[config.mk]
export PLATFORM = sky130hd
export DESIGN_NAME = dma_prio_arbiter
export DESIGN_NICKNAME = d
export VERILOG_FILES = /design/src/rtl/dma_arb_pkg.sv /design/src/rtl/dma_arb_cand.sv /design/src/rtl/dma_arb_rr.sv /design/src/rtl/dma_prio_arbiter.sv
export SDC_FILE = /design/constraint.sdc
export NUM_CORES = 1
export LEC_CHECK = 0
export BUFFER_PORTS_ARGS = -buffer_cell sky130_fd_sc_hd__buf_4
export CAP_MARGIN = 5
export CORE_UTILIZATION = 45
export DETAILED_ROUTE_END_ITERATION = 12
export HOLD_SLACK_MARGIN = 0.05
export PLACE_DENSITY_LB_ADDON = 0.05
export SYNTH_ARGS = -nofsm -noshare
export SYNTH_HDL_FRONTEND = slang
export SYNTH_SLANG_ARGS = --single-unit
export TNS_END_PERCENT = 1
[constraint.sdc]
create_clock -name clk -period 12.7 [get_ports clk]
set_clock_uncertainty 0.2 [all_clocks]
set_input_delay 2.54 -clock clk [delete_from_list [all_inputs] [get_ports clk]]
set_output_delay 2.54 -clock clk [all_outputs]
set_load 0.01 [all_outputs]
[src/rtl/dma_arb_pkg.sv]
package dma_arb_pkg;
    typedef enum logic {
        ST_IDLE = 1'b0,
        ST_BUSY = 1'b1
    } arb_state_e;
endpackage

[src/rtl/dma_arb_cand.sv]
// Marks the requesters still in contention: all of them when priority is
// off, otherwise those whose level equals the maximum among requesters.
module dma_arb_cand #(
    parameter int N     = 6,
    parameter int PRI_W = 4
) (
    input  logic [N-1:0]       req,
    input  logic [N*PRI_W-1:0] prio,
    input  logic               prio_off,
    output logic [N-1:0]       cand
);
    logic [PRI_W-1:0] top_lvl;

    always_comb begin
        top_lvl = '0;
        for (int i = 0; i < N; i++) begin
            if (req[i] && (prio[i*PRI_W +: PRI_W] > top_lvl)) begin
                top_lvl = prio[i*PRI_W +: PRI_W];
            end
        end
    end

    for (genvar g = 0; g < N; g++) begin : g_cand
        assign cand[g] = req[g] && (prio_off || (prio[g*PRI_W +: PRI_W] == top_lvl));
    end
endmodule

[src/rtl/dma_arb_rr.sv]
// Picks the first set bit of mask, searching upward from ptr with wrap.
module dma_arb_rr #(
    parameter int N     = 6,
    parameter int IDX_W = 3
) (
    input  logic [N-1:0]     mask,
    input  logic [IDX_W-1:0] ptr,
    output logic [N-1:0]     pick,
    output logic [IDX_W-1:0] pick_idx,
    output logic             hit
);
    always_comb begin
        int j;
        pick     = '0;
        pick_idx = '0;
        hit      = 1'b0;
        j        = 0;
        for (int k = 0; k < N; k++) begin
            j = int'(ptr) + k;
            if (j >= N) j = j - N;
            if (!hit && mask[j]) begin
                hit      = 1'b1;
                pick[j]  = 1'b1;
                pick_idx = IDX_W'(j);
            end
        end
    end
endmodule

[src/rtl/dma_prio_arbiter.sv]
module dma_prio_arbiter
    import dma_arb_pkg::*;
#(
    parameter int N_RX  = 3,
    parameter int N_TX  = 3,
    parameter int PRI_W = 4
) (
    input  logic                    clk,
    input  logic                    rst_n,
    input  logic [N_RX-1:0]         rx_req,
    input  logic [N_TX-1:0]         tx_req,
    input  logic [N_RX-1:0]         rx_done,
    input  logic [N_TX-1:0]         tx_done,
    input  logic [N_RX*PRI_W-1:0]   rx_prio,
    input  logic [N_TX*PRI_W-1:0]   tx_prio,
    input  logic                    prio_off,
    output logic [N_RX+N_TX-1:0]    grant,
    output logic                    grant_valid
);
    localparam int N     = N_RX + N_TX;
    localparam int IDX_W = (N > 1) ? $clog2(N) : 1;

    // receive channels occupy the low indices, transmit channels follow
    logic [N-1:0]       req_all, done_all, cand, pick;
    logic [N*PRI_W-1:0] prio_all;
    logic [IDX_W-1:0]   pick_idx, ptr_q, ptr_nx;
    logic               hit, rel_hit;
    logic [N-1:0]       grant_q, grant_nx;
    arb_state_e         state_q, state_nx;

    assign req_all  = {tx_req, rx_req};
    assign done_all = {tx_done, rx_done};
    assign prio_all = {tx_prio, rx_prio};

    dma_arb_cand #(.N(N), .PRI_W(PRI_W)) i_cand (
        .req      (req_all),
        .prio     (prio_all),
        .prio_off (prio_off),
        .cand     (cand)
    );

    dma_arb_rr #(.N(N), .IDX_W(IDX_W)) i_rr (
        .mask     (cand),
        .ptr      (ptr_q),
        .pick     (pick),
        .pick_idx (pick_idx),
        .hit      (hit)
    );

    assign rel_hit = |(done_all & grant_q);

    // Next state: IDLE_STAY, IDLE_TO_BUSY, BUSY_HOLD, BUSY_TO_IDLE
    always_comb begin
        state_nx = state_q;
        grant_nx = grant_q;
        ptr_nx   = ptr_q;
        unique case (state_q)
            ST_IDLE: begin
                if (hit) begin
                    state_nx = ST_BUSY;
                    grant_nx = pick;
                    ptr_nx   = (pick_idx == IDX_W'(N - 1)) ? '0 : pick_idx + IDX_W'(1);
                end
            end
            ST_BUSY: begin
                if (rel_hit) begin
                    state_nx = ST_IDLE;
                    grant_nx = '0;
                end
            end
            default: begin
                state_nx = ST_IDLE;
                grant_nx = '0;
            end
        endcase
    end

    // State register
    always_ff @(posedge clk) begin
        if (!rst_n) begin
            state_q <= ST_IDLE;
            grant_q <= '0;
            ptr_q   <= '0;
        end else begin
            state_q <= state_nx;
            grant_q <= grant_nx;
            ptr_q   <= ptr_nx;
        end
    end

    // Outputs
    always_comb begin
        grant       = grant_q;
        grant_valid = (state_q == ST_BUSY);
    end

    p_grant_shape_r2: assert property (@(posedge clk) disable iff (!rst_n)
        grant_valid |-> ($countones(grant) == 1))
        else $error("grant not one-hot while valid");

    p_grant_clear_r2: assert property (@(posedge clk) disable iff (!rst_n)
        !grant_valid |-> (grant == '0))
        else $error("grant bits set while not valid");

    p_grant_legal_r3: assert property (@(posedge clk) disable iff (!rst_n)
        $rose(grant_valid) |-> ((grant & $past(req_all)) != '0))
        else $error("grant to a channel that was not requesting");

    p_grant_hold_r7: assert property (@(posedge clk) disable iff (!rst_n)
        (grant_valid && ((done_all & grant) == '0)) |=> (grant_valid && $stable(grant)))
        else $error("held grant changed without done");

    p_grant_release_r8: assert property (@(posedge clk) disable iff (!rst_n)
        (grant_valid && ((done_all & grant) != '0)) |=> !grant_valid)
        else $error("grant not released after done");

    p_no_req_no_grant_r9: assert property (@(posedge clk) disable iff (!rst_n)
        (!grant_valid && (req_all == '0)) |=> !grant_valid)
        else $error("grant issued with no requests");
endmodule

==> impl_results.md <==
* Synth Instances at 544
* Final Hold Fails at 0
* Max-cap viol count at 0
* Ys async rst share at 0
* Slowest cell on crit path: a311o_2
* Final core utilization at 0.565
* Tot GR Track Use at 0.271
* Syn-to-layout area delta at 22.5%
* TNS Setup at 0 ns
* EDFF count, synth at 0
* Cell area after synthesis at 0.00377 mm^2
* Fmax at between 80 and 90 MHz
* Layout cells sized above 1 at 0.235
* Critical Path AT at 11.98 ns
* Final Routed Wirelength at 12.2 mm
* CTS tree: done
* Most common cell after layout, fill and taps aside: buf_4
* Cell Pwr Density at 214 mW/mm^2
* Final net count at 677
* Antenna Cells at 0
* Met2 wire length at 5.31 mm
* Skew-Pair Late Insertion Delay at 0.23 ns
* Fin crit share at 0.952
* Crit Path Max Fanout at 9
* Initial antenna violation count at 0
* Nature of the critical path startpoint: input pin
* M1 WL at 5.99 mm
* Most frequent cells in the layout: buf_4, nand2_1, nor2_1
* Post-DP HPWL at 9.64 mm
* Unique cell type count in the Yosys netlist at 88
* Leakage power figure at ~1.9 nW
* Drt first pass iters at 5
* Crit path top cell by count: buf_4
* Core area at 0.00818 mm^2
* Critical path endpoint category: flop
* Sink Count at 10
* Die ar. at 0.00875 mm^2
* Per-cell routed wire length at 17.3 um
* Fill cells at between 800 and 900
* Dpl cell area at around 0.0043 mm^2
* Prevailing post-synth register cell: dfxtp_1
* HP Class: flop to flop
* Largest net degree at the start of global routing at 31
* Fin area at 0.00462 mm^2
* Starting Density at 0.461
* WL met3 at between 800 and 900 um
* Chip width at roughly 94 um
* Final ANT Viol Nets at 0
* Number of buffers created by CTS at 3
* Final setup viols at 0
* DR iter-0 viols at 314
* Port-buffer cells at between 40 and 50
* Rows at 33
* Seq/Total Area, Yosys at 0.0531
* Crit path largest cell delay at approximately 0.43 ns
* Total power at 0.990 mW
* GRT Residual Overflow at 0
* Clk buf depth at 2
* Clock H-tree levels at 1
* Vias in the first global route at 3884
* Synth warn at 0
* Crit Path Class: input pin to flop
* Avg Cell Area, Syn at 6.93 um^2
* Max transition margin at 0.358
* Via density at approximately 6.4
* Buffers & Inverters on Critical Path at 10
* Final GP Congestion at 0.957
* Peak supply drop at 0.000151 V
* Vias at approximately 4500
* IO Count at 46
* Final Slew Violations at 0
* Worst hold margin at 0.277 ns
* Hold-fix buffers at CTS at 0
* Outcome: completed
* Critical Path RT at approximately 13 ns
* Worst-Margin Slew at 0.956 ns
* Clock transition at the registers of the reported paths at 0.04 ns
* Min cycle time layout at 12.09 ns
* Drc violations at 0
* CP top delay family: compound AO/OA/AOI/OAI gates
* Post-Syn Nets at just over 600
* Synthesis-stage register bit count at 10
* Highest Signal Layer: met4
* First-pass GRT wire length at approximately 19 mm
* Die Y at 93.5 um
* Clock Tree Root: clkbuf_8
-- where the power goes --
part | total [mW] | internal, mW | switching (mW)
Combinational | 0.904 | 0.379 | 0.525
Clock | 0.0312 | 0.0206 | 0.0106
Sequential | 0.0542 | 0.0424 | 0.0118
-- through the flow --
step / setup slack (ns) / cells
after detailed placement: -0.0870 / 690
after global placement: 0.172 / 690
final: 0.607 / 706
after CTS: 0.125 / 693
after global routing: -0.0233 / 706
after floorplan: 0.0204 / 544
-- synthesized netlist by cell type, types with 6 or more instances --
master,number,share of area
a21oi_1,41,0.054
o21ai_0,27,0.036
clkbuf_1,14,0.014
a22oi_1,10,0.020
a21o_1,10,0.020
and2_1,7,0.012
inv_1,31,0.031
o21a_1,8,0.016
o211ai_1,13,0.026
nor2b_1,6,0.010
xnor2_1,17,0.039
nor2_1,44,0.044
a31oi_1,7,0.012
nand4_1,8,0.013
nand3_1,16,0.021
o31ai_1,8,0.016
dfxtp_1,10,0.053
ha_1,35,0.12
nor3_1,12,0.016
nand2_1,62,0.062
nand2b_1,7,0.012
-- kinds of logic after synthesis --
logic type / count (synthesis) / share of synthesized area
DFF: 10 / 0.0531
xor gates and xnor gates: 21 / 0.0488
and+or+nand+nor: 194 / 0.256
adders and majority gates: 35 / 0.116
buffers and inverters: 57 / 0.0607
AOI/OAI and AO/OA: 219 / 0.443
muxes: 8 / 0.0226
-- registers in the layout, summed over array words and instances, names as in the netlist --
register,count
grant,6
ptr_q,3
grant_valid,1
-- timing repair --
action,CTS,global route
gates resized for setup,0,39
endpoints found under the setup margin,0,10
buffers inserted,0,13
-- worst register-to-register path, stage by stage (launching register included) --
cell       delay [ns]
dfxtp_1          0.58
clkinv_1         0.49
ha_1             0.74
inv_1            0.22
ha_1             0.39
nor3_1           0.07
a21o_1           0.19
a222oi_1         0.41
nand4bb_1        0.19
buf_4            0.20
or2_4            0.25
or3_1            0.37
a22o_1           0.23
a31oi_1          0.17
a221oi_1         0.09
-- layer usage --
metal,vias up,global-route usage
met3,10,0.0122
li1,2205,-
met2,176,0.410
met4,0,0.0372
met5,-,0
met1,2124,0.424
-- path summary, 6_finish.rpt --
path	end	cells past startpoint	slack, ns	from
max reg2reg	ptr_q[1]$_SDFFE_PN0P_	14	7.79	ptr_q[1]$_SDFFE_PN0P_
max	ptr_q[1]$_SDFFE_PN0P_	52	0.61	rx_req[0]
min reg2reg	grant[2]$_SDFFE_PN0P_	2	0.28	grant[2]$_SDFFE_PN0P_
min	grant[2]$_SDFFE_PN0P_	2	0.28	grant[2]$_SDFFE_PN0P_
-- cell type report --
type                    instances  area [um^2]  share of cell area
inverters                      33          124              0.0268
repair buffers                 78          586               0.127
well taps                     105          131              0.0284
flip-flops and latches         10          200              0.0433
multi-input cells             477         3540               0.766
clock buffers                   3         41.3             0.00894
(Power assumes the default switching activity.)
